===== src/rtl/wrbm_pkg.sv =====
`timescale 1ns/1ps
package wrbm_pkg;

   typedef enum logic [3:0] {
      ST_IDLE = 4'd0,
      ST_ADDR = 4'd1,
      ST_DATA = 4'd2,
      ST_TERM = 4'd3
   } wr_status_e;

   typedef enum logic [1:0] {
      TT_NONE   = 2'd0,
      TT_NORMAL = 2'd1
   } term_e;

   typedef enum logic [2:0] {
      F_IDLE,
      F_ADR_LO,
      F_ADR_HI,
      F_TURN,
      F_DATA,
      F_END
   } fsm_e;

   localparam logic [3:0] CMD_MEMW = 4'b0111;
   localparam logic [3:0] CMD_DAC  = 4'b1101;

endpackage


===== src/rtl/wrbm_phase_ctr.sv =====
`timescale 1ns/1ps
module wrbm_phase_ctr #(
   parameter int CNT_W = 9
) (
   input  logic             clk,
   input  logic             rst_n,
   input  logic             load,
   input  logic [CNT_W-1:0] load_val,
   input  logic             dec,
   output logic [CNT_W-1:0] cnt,
   output logic             last,
   output logic             next_last
);

   if (CNT_W < 2) begin : g_chk_w
      $error("wrbm_phase_ctr: CNT_W must be at least 2");
   end

   always_ff @(posedge clk or negedge rst_n) begin
      if (!rst_n)
         cnt <= '0;
      else if (load)
         cnt <= load_val;
      else if (dec)
         cnt <= cnt - CNT_W'(1);
   end

   assign last      = (cnt == CNT_W'(1));
   assign next_last = (cnt == CNT_W'(2));

   AST_NO_UNDERFLOW: assert property (@(posedge clk) disable iff (!rst_n)
      dec |-> cnt != '0);

endmodule


===== src/rtl/wrbm_half_mux.sv =====
`timescale 1ns/1ps
module wrbm_half_mux #(
   parameter int BUS_W = 32,
   parameter int BE_W  = 4
) (
   input  logic [2*BUS_W-1:0] word,
   input  logic [2*BE_W-1:0]  be,
   input  logic               sel_hi,
   output logic [BUS_W-1:0]   half,
   output logic [BE_W-1:0]    half_be
);

   if (BE_W * 8 != BUS_W) begin : g_chk_be
      $error("wrbm_half_mux: one byte enable per byte lane required");
   end

   assign half    = sel_hi ? word[2*BUS_W-1:BUS_W] : word[BUS_W-1:0];
   assign half_be = sel_hi ? be[2*BE_W-1:BE_W]     : be[BE_W-1:0];

endmodule


===== src/rtl/wrbm_burst_master.sv =====
`timescale 1ns/1ps
module wrbm_burst_master
   import wrbm_pkg::*;
#(
   parameter int BUS_W   = 32,
   parameter int WORDS_W = 8,
   parameter bit DAC_EN  = 1'b1,
   localparam int LCL_W  = 2 * BUS_W,
   localparam int BE_W   = BUS_W / 8,
   localparam int LBE_W  = 2 * BE_W,
   localparam int CNT_W  = WORDS_W + 1
) (
   input  logic               clk,
   input  logic               rst_n,
   input  logic               start,
   input  logic [LCL_W-1:0]   addr,
   input  logic [WORDS_W-1:0] words,
   input  logic               dac_req,
   input  logic [LCL_W-1:0]   lcl_data,
   input  logic [LBE_W-1:0]   lcl_be,
   input  logic               lcl_rdy_n,
   output logic               lo_take_n,
   output logic               hi_take_n,
   output logic [BUS_W-1:0]   ad_out,
   output logic               ad_oe,
   output logic [BE_W-1:0]    cbe_out,
   output logic               cbe_oe,
   output logic               frame_n,
   output logic               frame_oe,
   output logic               irdy_n,
   output logic               irdy_oe,
   output logic               req64_n,
   input  logic               devsel_n,
   input  logic               trdy_n,
   output logic [CNT_W-1:0]   phases_left,
   output logic [3:0]         status,
   output logic [1:0]         term_type
);

   if (BUS_W % 8 != 0) begin : g_chk_lanes
      $error("wrbm_burst_master: BUS_W must be a whole number of bytes");
   end
   if (BUS_W < 32) begin : g_chk_cmd
      $error("wrbm_burst_master: BUS_W must hold a 4-bit command");
   end
   if (WORDS_W < 1) begin : g_chk_words
      $error("wrbm_burst_master: WORDS_W must be positive");
   end

   localparam logic [BE_W-1:0] CBE_MEMW = BE_W'(CMD_MEMW);
   localparam logic [BE_W-1:0] CBE_DAC  = BE_W'(CMD_DAC);

   fsm_e              fsm_q;
   wr_status_e        stat_q;
   term_e             term_q;
   logic              cur_hi_q;
   logic              dac_q;
   logic [BUS_W-1:0]  addr_hi_q;
   logic              use_dac;
   logic              accept;
   logic              complete;
   logic              ctr_last;
   logic              ctr_next_last;
   logic              mux_sel;
   logic [BUS_W-1:0]  mux_half;
   logic [BE_W-1:0]   mux_be;

   if (DAC_EN) begin : g_dac
      assign use_dac = dac_req;
   end else begin : g_nodac
      assign use_dac = 1'b0;
   end

   assign accept   = (fsm_q == F_IDLE) && start && (words != '0);
   assign complete = (fsm_q == F_DATA) && !trdy_n;
   assign mux_sel  = (fsm_q == F_DATA) ? !cur_hi_q : 1'b0;

   wrbm_phase_ctr #(.CNT_W(CNT_W)) i_ctr (
      .clk       (clk),
      .rst_n     (rst_n),
      .load      (accept),
      .load_val  ({words, 1'b0}),
      .dec       (complete),
      .cnt       (phases_left),
      .last      (ctr_last),
      .next_last (ctr_next_last)
   );

   wrbm_half_mux #(.BUS_W(BUS_W), .BE_W(BE_W)) i_mux (
      .word    (lcl_data),
      .be      (lcl_be),
      .sel_hi  (mux_sel),
      .half    (mux_half),
      .half_be (mux_be)
   );

   always_ff @(posedge clk or negedge rst_n) begin
      if (!rst_n) begin
         fsm_q     <= F_IDLE;
         stat_q    <= ST_IDLE;
         term_q    <= TT_NONE;
         cur_hi_q  <= 1'b0;
         dac_q     <= 1'b0;
         addr_hi_q <= '0;
         ad_out    <= '0;
         ad_oe     <= 1'b0;
         cbe_out   <= '0;
         cbe_oe    <= 1'b0;
         frame_n   <= 1'b1;
         frame_oe  <= 1'b0;
         irdy_n    <= 1'b1;
         irdy_oe   <= 1'b0;
         req64_n   <= 1'b1;
         lo_take_n <= 1'b1;
         hi_take_n <= 1'b1;
      end else begin
         lo_take_n <= 1'b1;
         hi_take_n <= 1'b1;
         unique case (fsm_q)
            F_IDLE: begin
               if (accept) begin
                  fsm_q     <= F_ADR_LO;
                  stat_q    <= ST_ADDR;
                  term_q    <= TT_NONE;
                  dac_q     <= use_dac;
                  addr_hi_q <= addr[LCL_W-1:BUS_W];
                  ad_out    <= addr[BUS_W-1:0];
                  ad_oe     <= 1'b1;
                  cbe_out   <= use_dac ? CBE_DAC : CBE_MEMW;
                  cbe_oe    <= 1'b1;
                  frame_n   <= 1'b0;
                  frame_oe  <= 1'b1;
                  req64_n   <= 1'b0;
               end
            end
            F_ADR_LO: begin
               if (dac_q) begin
                  fsm_q   <= F_ADR_HI;
                  ad_out  <= addr_hi_q;
                  cbe_out <= CBE_MEMW;
               end else begin
                  fsm_q  <= F_TURN;
                  stat_q <= ST_DATA;
               end
            end
            F_ADR_HI: begin
               fsm_q  <= F_TURN;
               stat_q <= ST_DATA;
            end
            F_TURN: begin
               if (!devsel_n && !lcl_rdy_n) begin
                  fsm_q     <= F_DATA;
                  irdy_n    <= 1'b0;
                  irdy_oe   <= 1'b1;
                  ad_out    <= mux_half;
                  cbe_out   <= mux_be;
                  cur_hi_q  <= 1'b0;
                  lo_take_n <= 1'b0;
               end
            end
            F_DATA: begin
               if (!trdy_n) begin
                  if (ctr_last) begin
                     fsm_q    <= F_END;
                     stat_q   <= ST_TERM;
                     term_q   <= TT_NORMAL;
                     irdy_n   <= 1'b1;
                     frame_n  <= 1'b1;
                     frame_oe <= 1'b0;
                     req64_n  <= 1'b1;
                     ad_oe    <= 1'b0;
                     cbe_oe   <= 1'b0;
                  end else begin
                     ad_out   <= mux_half;
                     cbe_out  <= mux_be;
                     cur_hi_q <= !cur_hi_q;
                     if (ctr_next_last) begin
                        frame_n <= 1'b1;
                        req64_n <= 1'b1;
                     end else if (cur_hi_q) begin
                        lo_take_n <= 1'b0;
                     end else begin
                        hi_take_n <= 1'b0;
                     end
                  end
               end
            end
            F_END: begin
               fsm_q   <= F_IDLE;
               irdy_oe <= 1'b0;
            end
            default: fsm_q <= F_IDLE;
         endcase
      end
   end

   assign status    = stat_q;
   assign term_type = term_q;

   AST_STROBE_IN_DATA: assert property (@(posedge clk) disable iff (!rst_n)
      (!lo_take_n || !hi_take_n) |-> (!irdy_n && !frame_n && !(!lo_take_n && !hi_take_n)));

   AST_IRDY_GATE: assert property (@(posedge clk) disable iff (!rst_n)
      $fell(irdy_n) |-> $past(!devsel_n && !lcl_rdy_n));

   AST_WAIT_HOLD: assert property (@(posedge clk) disable iff (!rst_n)
      (!irdy_n && trdy_n) |=> ($stable(ad_out) && $stable(cbe_out) && $stable(phases_left) && lo_take_n && hi_take_n));

   AST_CNT_STEP: assert property (@(posedge clk) disable iff (!rst_n)
      (!irdy_n && !trdy_n) |=> (phases_left == $past(phases_left) - CNT_W'(1)));

   AST_LAST_PHASE: assert property (@(posedge clk) disable iff (!rst_n)
      (!irdy_n && frame_n) |-> (req64_n && lo_take_n && hi_take_n && phases_left == CNT_W'(1)));

   AST_RELEASE: assert property (@(posedge clk) disable iff (!rst_n)
      (!irdy_n && !trdy_n && frame_n) |=> (!frame_oe && !ad_oe && !cbe_oe && irdy_n && irdy_oe && phases_left == '0));

   AST_TERM_FIELD: assert property (@(posedge clk) disable iff (!rst_n)
      (status != ST_TERM) |-> (term_type == TT_NONE));

endmodule


===== config.mk =====
export PLATFORM = sky130hd
export DESIGN_NAME = wrbm_burst_master
export DESIGN_NICKNAME = d
export VERILOG_FILES = /design/src/rtl/wrbm_pkg.sv /design/src/rtl/wrbm_phase_ctr.sv /design/src/rtl/wrbm_half_mux.sv /design/src/rtl/wrbm_burst_master.sv
export SDC_FILE = /design/constraint.sdc
export NUM_CORES = 1
export LEC_CHECK = 0
export ABC_AREA = 1
export BUFFER_PORTS_ARGS = -buffer_cell sky130_fd_sc_hd__buf_4
export CAP_MARGIN = 25
export CORE_ASPECT_RATIO = 0.75
export CORE_UTILIZATION = 45
export CTS_CLUSTER_SIZE = 16
export DETAILED_ROUTE_END_ITERATION = 10
export GPL_ROUTABILITY_DRIVEN = 0
export PLACE_DENSITY = 0.75
export SYNTH_ARGS = -nofsm -noshare
export SYNTH_HDL_FRONTEND = slang
export SYNTH_HIERARCHICAL = 1
export SYNTH_SLANG_ARGS = --single-unit

===== constraint.sdc =====
create_clock -name clk -period 4.3 [get_ports clk]
set_input_delay 0.215 -clock clk [delete_from_list [all_inputs] [get_ports clk]]
set_output_delay 0.215 -clock clk [all_outputs]
set_load 0.02 [all_outputs]

Word level (Yosys, flattened, before mapping)
Index checks and enable logic that the tools add are counted.
{"block": "totals", "regBits": 94, "inputBits": 151, "output_inout_bits": 60, "word_cells": 118}
{"block": "op_classes", "addsub": 1, "eq_ne": 15, "mux": 62, "reduce_logical": 25}
{"cell": "$mux W32", "count": 6}
{"cell": "$pmux W32 S4", "count": 1}
{"cell": "$mux W4", "count": 11}
{"cell": "$pmux W4 S4", "count": 2}
{"cell": "$mux W1", "count": 25}
{"cell": "$reduce_and A4 Y1", "count": 5}
{"cell": "$mux W9", "count": 2}
{"cell": "$pmux W3 S5", "count": 1}
{"cell": "$ne A2 B2 Y1 const B", "count": 7}
{"cell": "$mux W3", "count": 4}
{"cell": "$pmux W1 S2", "count": 6}
{"cell": "$eq A9 B1 Y1 const B", "count": 1}
{"cell": "$eq A9 B2 Y1 const B", "count": 1}
{"cell": "$sub A9 B1 Y9 const B", "count": 1}
{"cell": "$reduce_bool A2 Y1", "count": 4}
{"cell": "$reduce_bool A4 Y1", "count": 2}
{"cell": "$reduce_bool A8 Y1", "count": 1}
{"cell": "$eq A3 B2 Y1 const B", "count": 2}
{"cell": "$eq A3 B3 Y1 const B", "count": 2}
{"cell": "$mux W2", "count": 3}
{"cell": "$reduce_and A6 Y1", "count": 1}
{"cell": "$reduce_and A5 Y1", "count": 1}
{"cell": "$logic_and A1 B1 Y1", "count": 4}
{"cell": "$logic_not A1 Y1", "count": 4}
{"cell": "other kinds (5)", "count": 6}

Longest topological paths before layout
{"block": "logic_depth", "depth_word": 6, "depth_mapped": 14, "depth_no_buf": 11}

By module
Netlist, hierarchy kept.
{"module": "wrbm_burst_master", "instances": 1, "cells_each": 554, "area_each_um2": 4166.5, "seq_area_each_um2": 2057.0}
{"module": "wrbm_phase_ctr", "instances": 1, "cells_each": 92, "area_each_um2": 658.1, "seq_area_each_um2": 225.2}
{"module": "wrbm_half_mux", "instances": 1, "cells_each": 116, "area_each_um2": 518.0, "seq_area_each_um2": 0.0}

Worst setup path before layout
OpenSTA, ideal clock, no wires.
{"block": "synth_timing", "kind": "register to register", "start": "reg fsm_q[0]", "end": "reg i_ctr.cnt[5]", "arrival_ns": 1.755, "setup_slack_ns": 2.426, "path_stages_with_launch": 14, "path_buffers": 3, "cell_sequence": "dfrtp_1 -> inv_2 -> nand2_2 -> nor3_1 -> nand2_1 -> inv_2 -> buf_2 -> buf_2 -> buf_6 -> inv_4 -> nand2_2 -> nor2_1 -> a21boi_1 -> nand2_1"}
{"block": "synth_between", "elab_chain_cells": 4, "word_cells_on_any_way": 7, "classes_between": "1 x eq/ne; 1 x mux; 5 x reduce/logical"}
{"item": "from (decl)", "line": "wrbm_burst_master.sv:53", "source": "fsm_e fsm_q;"}
{"item": "from (signal assigned)", "line": "wrbm_burst_master.sv:99", "source": "fsm_q <= F_IDLE;"}
{"item": "from (signal assigned)", "line": "wrbm_burst_master.sv:122", "source": "fsm_q <= F_ADR_LO;"}
{"item": "from (signal assigned)", "line": "wrbm_burst_master.sv:138", "source": "fsm_q <= F_ADR_HI;"}
{"item": "$logic_not A3 Y1 (*)", "line": "wrbm_burst_master.sv:74", "source": "assign accept = (fsm_q == F_IDLE) && start && (words != '0);"}
{"item": "$logic_and A1 B1 Y1 (*) (2 in a row)", "line": "wrbm_burst_master.sv:74"}
{"item": "via accept", "line": "wrbm_burst_master.sv:60", "source": "logic accept;"}
{"item": "$mux W9 / $reduce_bool A2 Y1 (equally long branches)"}
{"item": "to (signal assigned)", "line": "wrbm_phase_ctr.sv:23", "source": "cnt <= load_val;"}
{"item": "to (signal assigned)", "line": "wrbm_phase_ctr.sv:25", "source": "cnt <= cnt - CNT_W'(1);"}
{"item": "to (decl)", "line": "wrbm_phase_ctr.sv:10", "source": "output logic [CNT_W-1:0] cnt,"}
Mark *: on every way through the listed nets, which the timed path passes. The rest lies on a longest branch.
A chain may end at the register's enable or synchronous reset.

Worst setup path in the final report
{"block": "layout_timing", "start": "reg fsm_q[0]", "end": "reg ad_out[25]"}
{"block": "layout_between", "elab_chain_cells": 6, "word_cells_on_any_way": 19, "classes_between": "8 x eq/ne; 6 x mux; 5 x reduce/logical"}
{"item": "$eq A3 B3 Y1", "line": "wrbm_burst_master.sv:76, wrbm_burst_master.sv:119"}
{"item": "$mux W1", "line": "wrbm_burst_master.sv:76", "source": "assign mux_sel = (fsm_q == F_DATA) ? !cur_hi_q : 1'b0;"}
{"item": "$mux W32", "line": "wrbm_half_mux.sv:17", "source": "assign half = sel_hi ? word[2*BUS_W-1:BUS_W] : word[BUS_W-1:0];"}
{"item": "$mux W32", "line": "wrbm_burst_master.sv:163", "source": "if (ctr_last) begin"}
{"item": "$mux W32", "line": "wrbm_burst_master.sv:162", "source": "if (!trdy_n) begin"}
{"item": "$pmux W32 S4", "line": "wrbm_burst_master.sv:119", "source": "unique case (fsm_q)"}
{"item": "to (signal assigned)", "line": "wrbm_burst_master.sv:127", "source": "ad_out <= addr[BUS_W-1:0];"}
{"item": "to (signal assigned)", "line": "wrbm_burst_master.sv:139", "source": "ad_out <= addr_hi_q;"}
{"item": "to (signal assigned)", "line": "wrbm_burst_master.sv:174", "source": "ad_out <= mux_half;"}
{"item": "to (decl)", "line": "wrbm_burst_master.sv:24", "source": "output logic [BUS_W-1:0] ad_out,"}
Parallel ways exist; a longest one is shown, timed or not. The select of a mux whose other input is x is not followed.

==> results_dict.tcl <==
set metrics [dict create \
    cap_violations 0 \
    ys_types 36 \
    p_sw_mw 2.39 \
    antenna_cells 0 \
    synth.avg_cell_area_um2 7.01 \
    clk_latency_ns 0.33 \
    drive_gt1_share_pct 28.8 \
    worstMarginPinSlew_ns 0.933 \
    clock_sinks 91 \
    seqPwrFrac_pct 29.4 \
    grt_pass1_wl_um 23700 \
    synthCells 762 \
    r2r_setup_slack_ns 1.84 \
    critPathMaxFanout 42 \
    rr_endpoint "ad_out[25]$_DFFE_PN0P_" \
    grt_pass1_vias 4675 \
    cpMaxStageDelayCell "nand2_2" \
    use_met3_pct 6.84 \
    netSwitchingFraction_pct 46.8 \
    hold_viol 40 \
    crit_chain "inv_2 > nand2_2 > nor3_1 > nand2_1 > nand2_2 > nand2_4 > nand2_1 > nand2_1" \
    dp.final_hpwl_um 10600 \
    intPower_mw 2.72 \
    coreArea_um2 11600 \
    totalWireLength_um 15200 \
    grt.overflow.total 0 \
    cts-root-buf "clkbuf_16" \
    avgRoutedWirePerCell_um 13.7 \
    die_w_um 128 \
    period_needed_ns 2.46 \
    cts_tree "built" \
    area_growth_pct 33.6 \
    portBuffers 207 \
    post_cts_buffers 0 \
    drc 0 \
    worstPathBufferInverterCount 1 \
    firstDrtPassIters 5 \
    io_pins 211 \
    grt_usage_pct 25.0 \
    ys_seq_area_share_pct 42.7 \
    final_antenna_net_count 0 \
    timing.rr.start "fsm_q[0]$_DFFE_PN0P_" \
    drt_iter0_drc 311 \
    met1_usage_pct 34.6 \
    slowest_delay_ns 0.70 \
    skew_ns 0.00605 \
    crit_cells 8 \
    whs_ns -0.0406 \
    yosysWarnings 6 \
    max-clock-path-buffers 2 \
    cp-end-kind "flop" \
    holdBufCountCts 0 \
    synth-main-ff-cell "dfrtp_1" \
    synth_edf_count 0 \
    num_rows 34 \
    htreeDepth 3 \
    cp.arrival_ns 2.68 \
    cp_data_required_time_ns 4.51 \
    clock.fmax_ghz 0.406 \
    busiest_layer "met2" \
    startpoint_type "flop" \
    routed-via-count 5327 \
    min_path_type "in2async" \
    post-route-cell-area_um2 7140 \
    nets 1100 \
    comb_power_share_pct 55.1 \
    synthArstFlopShare_pct 100 \
    post_cts_resized 0 \
    die_h_um 96.4 \
    clk_pin_slew_worst_paths_ns 0.07 \
    path_class "reg2reg" \
    yosys_register_bits 91 \
    path_delay_family "simple AND/OR/NAND/NOR gates" \
    failed_checks "negative hold slack" \
    fillers 1117 \
    setup_viol 0 \
    grt_max_degree 64 \
    rr_worst_depth 8 \
    critPathMostFrequentCell "nand2_1" \
    placed_cell_area_um2 6840 \
    max-slew-margin-rel_pct 37.6 \
    cp-startpoint "fsm_q[0]$_DFFE_PN0P_" \
    power_density_nw_per_um2 716 \
    cts_made_buffers 9 \
    grt_antenna_before_repair 0 \
    finalCritPeriodShare_pct 57.3 \
    syn-cell-area_um2 5340 \
    vias_per_cell 4.79 \
    drv_slew 0 \
    outcome "complete, but fails checks" \
    start_util_pct 46.2 \
    die_area_um2 12300 \
    rsz0062_at_grt "no" \
    fin_tns_setup_ns 0 \
    clockPowerShare_pct 15.5 \
    use_met2_pct 39.1 \
    ir_drop_mv 0.321 \
    endpoint "ad_out[25]$_DFFE_PN0P_" \
    p_leak_nw 3.98 \
]
==> worst min-delay path by stage <==
stage                     startpoint                endpoint  slack (ns)  cells past startpoint
final                          rst_n  ad_out[10]$_DFFE_PN0P_       -0.04                      1
after global routing           rst_n  ad_out[16]$_DFFE_PN0P_        0.02                      1
after CTS                      rst_n  ad_out[10]$_DFFE_PN0P_      0.0006                      1
after detailed placement       rst_n  ad_out[10]$_DFFE_PN0P_        0.37                      1
after global placement         rst_n  ad_out[10]$_DFFE_PN0P_        0.36                      1
after floorplan                rst_n   ad_out[0]$_DFFE_PN0P_       -0.08                      0
==> routing by layer <==
metal / wire (um) / vias to the layer above
met4: 155 / 0
met2: 6630 / 229
met1: 7000 / 2350
met5: 0 / -
met3: 1420 / 15
li1: - / 2733
==> cells in the final DEF, fill, tap and decap left out, types with 5 or more instances in the layout <==
master     netlist  routed
clkbuf_16        0       9
a22oi_1          5       5
a21oi_1         36      36
o21ai_0         20      20
inv_2           11      11
buf_4           14     211
nor2_1          56      55
inv_1           58      58
o21ai_1         19      19
nand2_1        324     324
nand3_1         54      54
nand2_2         17      17
dfrtp_1         87      87
==> area by class of cell <==
cell class                 count  area (um2)  share of cell area (%)
tap                          162         203                    2.84
multi-input combinational    562        2490                    35.0
timing repair buffer         211        1580                    22.2
inverter                      71         277                    3.88
clock buffer                  11         243                    3.40
sequential                    91        2280                    32.0
clock inverter                 5        52.6                   0.736
==> worst reg2reg max path: stages (launching register included) <==
cell and delay, ns:
dfrtp_1 0.42, inv_2 0.12, nand2_2 0.09, nor3_1 0.15
nand2_1 0.13, nand2_2 0.70, nand2_4 0.47, nand2_1 0.19
nand2_1 0.06
==> through the flow <==
stage          worst slack, ns  cells  hold WS, ns  power (mW)  util, %
3_3_place_gp              1.95   1097        0.356        4.29     59.1
6_report                  1.84   1113      -0.0406        5.11     61.7
4_1_cts                   1.82   1113     0.000630        5.14     61.7
5_1_grt                   1.58   1113       0.0194        5.56     61.7
3_5_place_dp              1.83   1097        0.366        4.33     59.1
2_1_floorplan             2.43    765      -0.0806        3.54        -
==> state kept, by name, summed over array words and instances (netlist names), 2 cells and up <==
name / flops
ad_out: 32
addr_hi_q: 32
i_ctr/cnt: 9
cbe_out: 4
fsm_q: 3
status: 2
==> synthesized netlist by cell type (2+ instances only) <==
cell type  count  share of area (%)
a21oi_1       36                3.4
inv_1         58                4.1
o21ai_1       19                1.8
dfstp_2        4                2.0
dfrtp_1       87                 41
nor3_2         2               0.37
nand2_2       17                2.0
nand3_1       54                5.1
clkbuf_1       3               0.21
o21ai_2        2               0.33
nand2_4        3               0.63
inv_2         11               0.77
buf_4         14                2.0
a22oi_1        5               0.70
buf_2         14                1.3
o21ai_0       20                1.9
nor2_8         2               0.75
nand2_1      324                 23
nor2_2         2               0.23
buf_6          9                1.9
ha_1           3               0.70
nand4_1        4               0.47
nor2_1        56                3.9
==> power by group through the flow <==
stage | logic (mW) | clock network (mW) | registers [mW]
detailed placement | 2.83 | 0 | 1.51
finish | 2.82 | 0.791 | 1.50
global placement | 2.78 | 0 | 1.51
global route | 3.17 | 0.850 | 1.55
floorplan | 1.81 | 0 | 1.73
CTS | 2.83 | 0.809 | 1.50
==> logic make-up after synthesis <==
family	count (synthesis)	synth area share, %
compound gates	87	8.76
flops	91	42.7
simple gates	468	36.8
other cells	1	0.0702
fa+ha+maj	3	0.703
buf+inv	112	10.9
(Power assumes the default switching activity.)
